`src/rtl/pirq_pkg.sv`:
```
// Package: register word addresses and configuration field positions
// shared by the interrupt controller modules.
package pirq_pkg;
    typedef enum logic [1:0] {
        REG_CFG  = 2'd0,
        REG_MASK = 2'd1,
        REG_PEND = 2'd2,
        REG_VEC  = 2'd3
    } reg_word_e;

    localparam int CFG_ORD_LSB = 0;
    localparam int CFG_HP_LSB  = 8;
    localparam int CFG_LVL_LSB = 13;
    localparam int CFG_GIE_BIT = 16;
    localparam int VEC_HALF_W  = 16;
endpackage

```
`src/rtl/pirq_pend.sv`:
```
// Pending register. Each bit is set while its level-sensitive source is
// high and cleared only by a write-one-to-clear. When set and clear meet
// in one cycle, set wins. Assumes source bit 0 is reserved.
module pirq_pend #(
    parameter int NUM_SRC = 32
) (
    input  logic               clk,
    input  logic               rst_n,
    input  logic [NUM_SRC-1:0] src_req,
    input  logic [NUM_SRC-1:0] clr_w1c,
    output logic [NUM_SRC-1:0] pend_q
);
    localparam logic [NUM_SRC-1:0] SRC_USE = {{(NUM_SRC-1){1'b1}}, 1'b0};

    // Update pending bits: clear on write-one, then merge live levels.
    always_ff @(posedge clk) begin
        if (!rst_n) pend_q <= '0;
        else        pend_q <= (pend_q & ~clr_w1c) | (src_req & SRC_USE);
    end

    // A bit written with one while its source was low must be clear now.
    p_w1c_clears_r3: assert property (@(posedge clk) disable iff (!rst_n)
        (pend_q & $past(clr_w1c & ~src_req)) == '0);
    // A live source is always captured at the next edge.
    p_level_capture_r3: assert property (@(posedge clk) disable iff (!rst_n)
        (pend_q & $past(src_req & SRC_USE)) == $past(src_req & SRC_USE));
endmodule

```
`src/rtl/pirq_arb.sv`:
```
// Arbiter: ranks eligible sources by number, with the four serial
// channels permuted into the top four ranks and an optional promoted
// source that overrides the ranking. Purely combinational.
module pirq_arb #(
    parameter int NUM_SRC = 32,
    parameter int CHAN_N  = 4,
    parameter int ID_W    = $clog2(NUM_SRC),
    parameter int ORD_W   = $clog2(CHAN_N)
) (
    input  logic                     clk,
    input  logic                     rst_n,
    input  logic [NUM_SRC-1:0]       elig,
    input  logic [ID_W-1:0]          hp_id,
    input  logic [CHAN_N*ORD_W-1:0]  ord,
    output logic [ID_W-1:0]          win_id,
    output logic                     win_any
);
    localparam int SER_BASE = NUM_SRC - CHAN_N;

    logic [ID_W-1:0]    rank_id [NUM_SRC];
    logic [NUM_SRC-1:0] rank_req;
    logic [ID_W-1:0]    pick;
    logic               found;
    logic               hp_ok;

    for (genvar p = 0; p < NUM_SRC; p++) begin : g_rank
        if (p >= SER_BASE) begin : g_ser
            logic [ORD_W-1:0] ch;
            assign ch         = ord[(p-SER_BASE)*ORD_W +: ORD_W];
            assign rank_id[p] = ID_W'(SER_BASE) + ID_W'(ch);
        end else begin : g_plain
            assign rank_id[p] = ID_W'(p);
        end
        assign rank_req[p] = elig[rank_id[p]];
    end

    // Highest occupied rank wins; later loop iterations override earlier.
    always_comb begin
        pick  = '0;
        found = 1'b0;
        for (int p = 0; p < NUM_SRC; p++) begin
            if (rank_req[p]) begin
                pick  = rank_id[p];
                found = 1'b1;
            end
        end
    end

    // Apply the promoted-source override when it is eligible.
    always_comb begin
        hp_ok   = (hp_id != '0) && elig[hp_id];
        win_id  = hp_ok ? hp_id : pick;
        win_any = found;
    end

    // The reported winner is always an eligible source.
    p_win_eligible_r5: assert property (@(posedge clk) disable iff (!rst_n)
        win_any |-> elig[win_id]);
    // No winner only when nothing is eligible.
    p_none_empty_r5: assert property (@(posedge clk) disable iff (!rst_n)
        !win_any |-> (elig == '0));
endmodule

```
`src/rtl/pirq_regs.sv`:
```
// Register file: configuration, mask, write-one-to-clear strobe for the
// pending word, and the vector latch with its self-clearing acknowledge.
// Assumes ID_W <= 5 so the code fits bits 15:11 of the vector word.
module pirq_regs
    import pirq_pkg::*;
#(
    parameter int NUM_SRC = 32,
    parameter int CHAN_N  = 4,
    parameter int LVL_W   = 3,
    parameter int DATA_W  = 32,
    parameter int ID_W    = $clog2(NUM_SRC),
    parameter int ORD_W   = $clog2(CHAN_N)
) (
    input  logic                    clk,
    input  logic                    rst_n,
    input  logic                    bus_sel,
    input  logic                    bus_we,
    input  logic [1:0]              bus_addr,
    input  logic [DATA_W-1:0]       bus_wdata,
    output logic [DATA_W-1:0]       bus_rdata,
    input  logic [NUM_SRC-1:0]      pend_q,
    input  logic [ID_W-1:0]         win_id,
    input  logic                    win_any,
    output logic [NUM_SRC-1:0]      mask_q,
    output logic                    gie_q,
    output logic [LVL_W-1:0]        lvl_q,
    output logic [ID_W-1:0]         hp_q,
    output logic [CHAN_N*ORD_W-1:0] ord_q,
    output logic [NUM_SRC-1:0]      pend_clr,
    output logic                    race_err
);
    localparam int OW = CHAN_N * ORD_W;
    localparam int PAD_W = VEC_HALF_W - ID_W - 1;

    logic            wr;
    logic            ack_wr;
    logic            ack_q;
    logic [ID_W-1:0] code_q;
    logic [OW-1:0]   ord_init;

    for (genvar k = 0; k < CHAN_N; k++) begin : g_ord_init
        assign ord_init[k*ORD_W +: ORD_W] = ORD_W'(k);
    end

    // Decode the write strobes.
    always_comb begin
        wr       = bus_sel && bus_we;
        ack_wr   = wr && (bus_addr == REG_VEC) && bus_wdata[0];
        pend_clr = (wr && bus_addr == REG_PEND) ? bus_wdata[NUM_SRC-1:0] : '0;
    end

    // Configuration word storage.
    always_ff @(posedge clk) begin
        if (!rst_n) begin
            gie_q <= 1'b0;
            lvl_q <= '0;
            hp_q  <= '0;
            ord_q <= ord_init;
        end else if (wr && bus_addr == REG_CFG) begin
            gie_q <= bus_wdata[CFG_GIE_BIT];
            lvl_q <= bus_wdata[CFG_LVL_LSB +: LVL_W];
            hp_q  <= bus_wdata[CFG_HP_LSB +: ID_W];
            ord_q <= bus_wdata[CFG_ORD_LSB +: OW];
        end
    end

    // Mask word storage.
    always_ff @(posedge clk) begin
        if (!rst_n)                            mask_q <= '0;
        else if (wr && bus_addr == REG_MASK)   mask_q <= bus_wdata[NUM_SRC-1:0];
    end

    // Vector latch, one-cycle acknowledge flag and race pulse.
    always_ff @(posedge clk) begin
        if (!rst_n) begin
            code_q   <= '0;
            ack_q    <= 1'b0;
            race_err <= 1'b0;
        end else begin
            ack_q    <= ack_wr;
            race_err <= ack_wr && !(gie_q && win_any);
            if (ack_wr) code_q <= (gie_q && win_any) ? win_id : '0;
        end
    end

    // Read multiplexer.
    always_comb begin
        unique case (bus_addr)
            REG_CFG:  bus_rdata = DATA_W'({gie_q, lvl_q, hp_q, ord_q});
            REG_MASK: bus_rdata = DATA_W'(mask_q);
            REG_PEND: bus_rdata = DATA_W'(pend_q);
            default:  bus_rdata = DATA_W'({code_q, {PAD_W{1'b0}}, ack_q});
        endcase
    end

    // Acknowledge flag only follows an acknowledge write.
    p_ack_selfclr_r8: assert property (@(posedge clk) disable iff (!rst_n)
        ack_q |-> $past(ack_wr));
    // Latched code only moves on an acknowledge.
    p_code_held_r8: assert property (@(posedge clk) disable iff (!rst_n)
        !$past(ack_wr) |-> $stable(code_q));
    // A race pulse always comes with the reserved code.
    p_race_code_r9: assert property (@(posedge clk) disable iff (!rst_n)
        race_err |-> (code_q == '0));
endmodule

```
`src/rtl/pirq_ctrl.sv`:
```
// Top: vectored peripheral interrupt controller. Joins the pending
// register, the arbiter and the register file, and drives the one-hot
// processor request at the programmed level, registered one cycle.
module pirq_ctrl #(
    parameter int NUM_SRC = 32,
    parameter int CHAN_N  = 4,
    parameter int LVL_W   = 3,
    parameter int DATA_W  = 32,
    parameter int ID_W    = $clog2(NUM_SRC),
    parameter int ORD_W   = $clog2(CHAN_N),
    parameter int IRQ_N   = 1 << LVL_W
) (
    input  logic               clk,
    input  logic               rst_n,
    input  logic               bus_sel,
    input  logic               bus_we,
    input  logic [1:0]         bus_addr,
    input  logic [DATA_W-1:0]  bus_wdata,
    output logic [DATA_W-1:0]  bus_rdata,
    input  logic [NUM_SRC-1:0] src_req,
    output logic [IRQ_N-1:0]   cpu_irq,
    output logic               race_err
);
    logic [NUM_SRC-1:0]      pend_q, mask_q, pend_clr, elig;
    logic                    gie_q, win_any;
    logic [LVL_W-1:0]        lvl_q;
    logic [ID_W-1:0]         hp_q, win_id;
    logic [CHAN_N*ORD_W-1:0] ord_q;

    pirq_pend #(.NUM_SRC(NUM_SRC)) u_pend (
        .clk(clk), .rst_n(rst_n), .src_req(src_req),
        .clr_w1c(pend_clr), .pend_q(pend_q)
    );

    assign elig = pend_q & mask_q;

    pirq_arb #(.NUM_SRC(NUM_SRC), .CHAN_N(CHAN_N), .ID_W(ID_W), .ORD_W(ORD_W)) u_arb (
        .clk(clk), .rst_n(rst_n), .elig(elig), .hp_id(hp_q), .ord(ord_q),
        .win_id(win_id), .win_any(win_any)
    );

    pirq_regs #(.NUM_SRC(NUM_SRC), .CHAN_N(CHAN_N), .LVL_W(LVL_W), .DATA_W(DATA_W),
                .ID_W(ID_W), .ORD_W(ORD_W)) u_regs (
        .clk(clk), .rst_n(rst_n), .bus_sel(bus_sel), .bus_we(bus_we),
        .bus_addr(bus_addr), .bus_wdata(bus_wdata), .bus_rdata(bus_rdata),
        .pend_q(pend_q), .win_id(win_id), .win_any(win_any),
        .mask_q(mask_q), .gie_q(gie_q), .lvl_q(lvl_q), .hp_q(hp_q),
        .ord_q(ord_q), .pend_clr(pend_clr), .race_err(race_err)
    );

    // Drive the request line at the programmed level.
    always_ff @(posedge clk) begin
        if (!rst_n)                 cpu_irq <= '0;
        else if (gie_q && win_any)  cpu_irq <= IRQ_N'(1) << lvl_q;
        else                        cpu_irq <= '0;
    end

    // Never more than one level asserted.
    p_onehot_r4: assert property (@(posedge clk) disable iff (!rst_n)
        $onehot0(cpu_irq));
    // A request only follows an enabled, eligible cycle.
    p_gated_r4: assert property (@(posedge clk) disable iff (!rst_n)
        (cpu_irq != '0) |-> $past(gie_q && (elig != '0)));
endmodule

```
`config.mk`:
```
export PLATFORM = sky130hd
export DESIGN_NAME = pirq_ctrl
export DESIGN_NICKNAME = d
export VERILOG_FILES = /design/src/rtl/pirq_pkg.sv /design/src/rtl/pirq_pend.sv /design/src/rtl/pirq_arb.sv /design/src/rtl/pirq_regs.sv /design/src/rtl/pirq_ctrl.sv
export SDC_FILE = /design/constraint.sdc
export NUM_CORES = 1
export LEC_CHECK = 0
export ABC_AREA = 1
export BUFFER_PORTS_ARGS = -buffer_cell sky130_fd_sc_hd__buf_2
export CORE_ASPECT_RATIO = 1.5
export CORE_MARGIN = 2
export CORE_UTILIZATION = 54
export DETAILED_ROUTE_END_ITERATION = 10
export PLACE_DENSITY = 0.81
export RECOVER_POWER = 50
export SYNTH_ARGS = -nofsm -noshare
export SYNTH_HDL_FRONTEND = slang
export SYNTH_SLANG_ARGS = --single-unit
```
`constraint.sdc`:
```
create_clock -name clk -period 2.7 [get_ports clk]
set_input_delay 0.405 -clock clk [delete_from_list [all_inputs] [get_ports clk]]
set_output_delay 0.405 -clock clk [all_outputs]
set_load 0.01 [all_outputs]
```
# Word-level counts from Yosys, hierarchy flattened
# Cells that the tools add are included.
# W data, S select, Z words.
[totals] regBits=96 in_bits=70 out_inout_bits=41 wordCells=117
[op_classes] n_addsub=4 order_cmp=5 eq_ne=3 n_shift=1 muxes=77 n_bitwise=4 n_reduce_logical=13
[op_table] operator="$mux W5" n=32
[op_table] operator="$pmux W32 S3" n=1
[op_table] operator="$and A32 B32 Y32" n=2
[op_table] operator="$mux W1" n=38
[op_table] operator="$mux W32" n=1
[op_table] operator="$not A32 Y32" n=1
[op_table] operator="$or A32 B32 Y32" n=1
[op_table] operator="$lt A5 B6 Y1 const B" n=5
[op_table] operator="$bmux W1 S5" n=5
[op_table] operator="$add A3 B3 Y4 const A" n=4
[op_table] operator="$logic_and A1 B1 Y1" n=9
[op_table] operator="$shl A1 B3 Y8 const A" n=1
[op_table] operator="$reduce_bool A5 Y1" n=1
[op_table] operator="$eq A2 B2 Y1 const B" n=2
[op_table] operator="$eq A2 B1 Y1 const B" n=1
[op_table] operator="$logic_not A2 Y1" n=1
[op_table] operator="$reduce_and A2 Y1" n=1
[op_table] operator="$logic_not A1 Y1" n=1

# Depth between registers and ports, before layout
[depth] ltp_word=36 mapped_depth=34 depth_no_buf=34

# By module
# A second synthesis with hierarchy kept.
[hier_totals] hier_cells=953 area_unflattened_um2=5592.9
[modules_own_cells] mod="pirq_regs" instances=1 cells_each=504 area_each_um2=2909.0 seq_area_each_um2=1121.1
[modules_own_cells] mod="pirq_pend" instances=1 cells_each=162 area_each_um2=1302.5 seq_area_each_um2=640.6
[modules_own_cells] mod="pirq_arb" instances=1 cells_each=198 area_each_um2=912.1 seq_area_each_um2=0.0
[modules_own_cells] mod="pirq_ctrl" instances=1 cells_each=89 area_each_um2=469.2 seq_area_each_um2=160.2

# Least setup slack after synthesis
# No wires, ideal clock.
[synth_timing] path_kind="reg-to-reg" start="reg u_pend.pend_q[1]" end="reg u_regs.code_q[0]" arrival_time_ns=1.841 t_required_ns=2.633 slack_ns=0.792 stages_incl_launch_ff=35 cell_sequence="dfxtp_1 > nand2_1 > inv_2 > nand2_1 > nand2_1 > nand2_1 > nand2_1 > nand2_1 > nand2_1 > nand2_1 > nand2_1 > nand2_1 > nand2_1 > nand2_1 > nand2_1 > nand2_1 > nand2_1 > nand2_1 > nand2_1 > nand2_1 > nand2_1 > nand2_1 > nand2_1 > nand2_1 > nand2_1 > nand2_1 > nand2_1 > nand2_1 > nand2_1 > nand2_1 > nand2_1 > nand2_1 > nand2_1 > nand2_1 > a21oi_2"
[synth_between] elab_chain_cells=34 elab_cells_between_ends=77
[synth_rtl] item="from (decl)" line_no="pirq_pend.sv:11" text="output logic [NUM_SRC-1:0] pend_q"
[synth_rtl] item="from (signal assigned)" line_no="pirq_pend.sv:18" text="else pend_q <= (pend_q & ~clr_w1c) | (src_req & SRC_USE);"
[synth_rtl] item="$and A32 B32 Y32 *" line_no="pirq_ctrl.sv:35" text="assign elig = pend_q & mask_q;"
[synth_rtl] item="$mux W1" line_no="pirq_arb.sv:42" text="if (rank_req[p]) begin"
[synth_rtl] item="$mux W5 or $mux W1 (tied branches) (30 in a row)" line_no="pirq_arb.sv:42"
[synth_rtl] item="$mux W5 or $logic_and A1 B1 Y1 (tied branches)" line_no="pirq_arb.sv:52, pirq_regs.sv:82"
[synth_rtl] item="$mux W5 *" line_no="pirq_regs.sv:82" text="if (ack_wr) code_q <= (gie_q && win_any) ? win_id : '0;"
[synth_rtl] item="to (signal assigned)" line_no="pirq_regs.sv:82"
[synth_rtl] item="to (decl)" line_no="pirq_regs.sv:38" text="logic [ID_W-1:0] code_q;"
# Mark *: on every way between the ends. The rest lies on a longest branch, timed or not. The select of a mux whose other input is x is not followed.
# A chain may end at the register's enable or synchronous reset.

# Final worst setup path
[layout_timing] start="in bus_addr[1]" end="out bus_rdata[15]"
[layout_between] elab_chain_cells=2 elab_cells_between_ends=4
[layout_rtl] item="from (decl)" line_no="pirq_ctrl.sv:17" text="input logic [1:0] bus_addr,"
[layout_rtl] item="$eq A2 B2 Y1 (tied with other cells)" line_no="pirq_regs.sv:88" text="unique case (bus_addr)"
[layout_rtl] item="$pmux W32 S3 *" line_no="pirq_regs.sv:88"
[layout_rtl] item="to (decl)" line_no="pirq_ctrl.sv:19" text="output logic [DATA_W-1:0] bus_rdata,"
# Mark *: on every way between the ends. The rest lies on a longest branch, timed or not.

==> results.json <==
{
  "ys_types": 28,
  "drive_above_1_share_pct": 19.11,
  "fmax_mhz": 400.9,
  "setup_viol": 0,
  "grt_pass1_wl_um": 22640,
  "clock_sinks": 96,
  "initialDrtViolationCount": 260,
  "rsz0062_at_grt": "no",
  "startpoint_type": "input pin",
  "dr_wl_met2_um": 7696,
  "crit_type": "in -> out",
  "synth_fa_ha_area_share_pct": 0,
  "reg2reg_to": "u_regs.code_q[0]",
  "synthMuxAreaShare_pct": 0,
  "cts_inserted_buffers": 9,
  "initial_utilization_pct": 55.68,
  "regArea_mm2": 0.001924,
  "postSynthAreaPerCell_um2": 6.889,
  "grt-ovfl-total": 0,
  "routabilityCongestion": 0.9933,
  "wl_met3_um": 604,
  "slew_headroom_pct": 26.93,
  "dieWidth_um": 80.05,
  "vias": 4992,
  "final_common_cell": "nand2_1",
  "crit_required_ps": 2300,
  "crit_path_end_kind": "output port",
  "post-route-drc-count": 0,
  "final_cell_mix": "nand2_1 (138), buf_2 (98), a21oi_1 (95)",
  "r2r_slack_ps": 360,
  "die_h_um": 118.1,
  "clk_latency_ps": 350,
  "wl_um": 14230,
  "p_leak_nw": 2.824,
  "path_clk_slew_ps": 60,
  "grt_pass1_vias": 4798,
  "area_delta_synth_final_pct": 20.30,
  "rr_worst_depth": 34,
  "fillers": 785,
  "grt_max_degree": 53,
  "htreeDepth": 3,
  "groute.usage.overall_pct": 30.59,
  "syn_nets": 750,
  "synthSimpleGateAreaFrac_pct": 18.83,
  "routed.top_layer": "met4",
  "cp_max_fo": 22,
  "timing.setup.tns_ps": 0,
  "status": "finished clean",
  "wl_met1_um": 5516,
  "arrival_ps": 2090,
  "peakVddDrop_uv": 448.0,
  "maxCapViolations": 0,
  "drt_first_pass_iters": 7,
  "ant_nets": 0,
  "root_buffer": "clkbuf_16",
  "period_minus_slack_ps": 2495,
  "clock-skew-final_ps": 8.756,
  "min_period_over_period_pct": 92.39,
  "syn_area_mm2": 0.004684,
  "die_area_mm2": 0.009452,
  "hold_class": "in -> reg",
  "slew_viol_final": 0,
  "synth_compound_area_share_pct": 29.94,
  "io_pins": 111,
  "antenna_found_initial": 0,
  "whs_path_depth": 3,
  "core_mm2": 0.008413,
  "r2r-start": "u_pend.pend_q[1]",
  "hold_end": "u_pend.pend_q[1]",
  "rows": 41,
  "clk_path_buf_depth": 2,
  "port_buffers": 109,
  "synth_top_family_by_area": "compound AO/OA/AOI/OAI gates",
  "tightest_slew_ps": 1096,
  "pre_cts_slack_ps": 389.8,
  "wl_per_cell_um": 15.95,
  "power_density_mw_per_mm2": 574.5,
  "hold_path.startpoint": "src_req[1]",
  "synth_xor_area_share_pct": 0,
  "multi_input_area_mm2": 0.002285,
  "holdWs_ps": 288.5,
  "yosys_warnings": 0,
  "drt-vias-per-instance": 5.596,
  "synth_cells": 680,
  "n_antenna_cell": 0,
  "ys_ff_latch": 96,
  "fin_ws_ps": 205.4,
  "finalHoldViolations": 0,
  "dp_hpwl_um": 10180,
  "cts_tree": "yes",
  "postCtsHoldBufs": 0,
  "nets": 850,
  "seq_area_frac_synth_pct": 41.03
}
state kept, by name, summed over array words and instances (netlist names):
register / flops
u_pend.pend_q: 32
u_regs.mask_q: 32
cpu_irq: 8
u_regs.ord_q: 8
u_regs.code_q: 5
u_regs.hp_q: 5
u_regs.lvl_q: 3
u_regs.ack_q: 1
u_regs.gie_q: 1
u_regs.race_err: 1
where the power goes:
part	leakage (nW)	internal [mW]	switching [mW]	total, mW
Clock	0.143	0.746	0.545	1.29
Combinational	1.89	0.160	0.254	0.415
Sequential	0.788	1.48	0.0550	1.53
Total	2.82	2.38	0.855	3.24
repair_timing:
| item | CTS | global route |
|---|---|---|
| buffers inserted | 0 | 0 |
| setup endpoints to repair | 0 | 1 |
| resized for setup | 0 | 2 |
metrics by stage:
step / util [%] / power (mW) / std cells / area (um2)
after CTS: 67.36 / 3.243 / 892 / 5667
after floorplan: - / 1.806 / 680 / 4684
after global routing: 66.98 / 3.368 / 892 / 5635
after global placement: 63.82 / 1.959 / 876 / 5369
final: 66.98 / 3.237 / 892 / 5635
after detailed placement: 63.82 / 1.972 / 876 / 5369
worst max-delay path, stage by stage:
cell,delay [ps]
clkbuf_1,180
inv_1,60
nor2_1,120
clkbuf_1,830
nand2_1,130
o2111ai_1,180
buf_2,180
how the worst max path moves through the flow:
| stage | startpoint | end |
|---|---|---|
| after floorplan | u_pend.pend_q[1] | u_regs.code_q[0] |
| final | bus_addr[1] | bus_rdata[15] |
| after detailed placement | u_pend.pend_q[1] | u_regs.code_q[0] |
| after global placement | u_pend.pend_q[28] | u_regs.code_q[3] |
| after global routing | u_pend.pend_q[2] | u_regs.code_q[0] |
| after CTS | u_pend.pend_q[1] | u_regs.code_q[0] |
cell type report:
type | count | share of cell area, %
multi-input cells | 457 | 40.54
inverters | 94 | 6.261
repair buffers | 122 | 11.39
clock buffers | 12 | 4.374
clock inverters | 4 | 0.9103
well taps | 107 | 2.376
flip-flops and latches | 96 | 34.15
per-layer routing:
layer	vias to the layer above	track usage, %
met4	0	12.08
met3	31	5.905
met1	2329	32.54
met2	162	57.08
li1	2470	-
met5	-	0
cell usage after synthesis (all sizes together):
master	count	area [um2]
nand2	152	630.6
a21oi	96	484.2
dfxtp	96	1922
o21ai	95	475.5
inv	94	352.8
nor2	37	138.9
clkbuf	32	120.1
o211ai	21	157.7
a22o	15	131.4
nand3	10	50.05
nor3	10	50.05
o2111ai	6	52.55
o31ai	4	30.03
a22oi	2	15.01
a31oi	2	12.51
a2111oi	1	8.760
a221oi	1	8.760
a32oi	1	8.760
buf	1	5.000
nand4	1	6.260
nor4	1	6.260
o221ai	1	8.760
o311ai	1	8.760
logic make-up (layout without fill, tap and decap cells):
| group | Yosys count | count (layout) |
|---|---|---|
| compound gates | 246 | 246 |
| buf+inv | 127 | 232 |
| flops | 96 | 96 |
| simple gates | 211 | 211 |
Note: power is estimated with default switching activity, not from simulation.
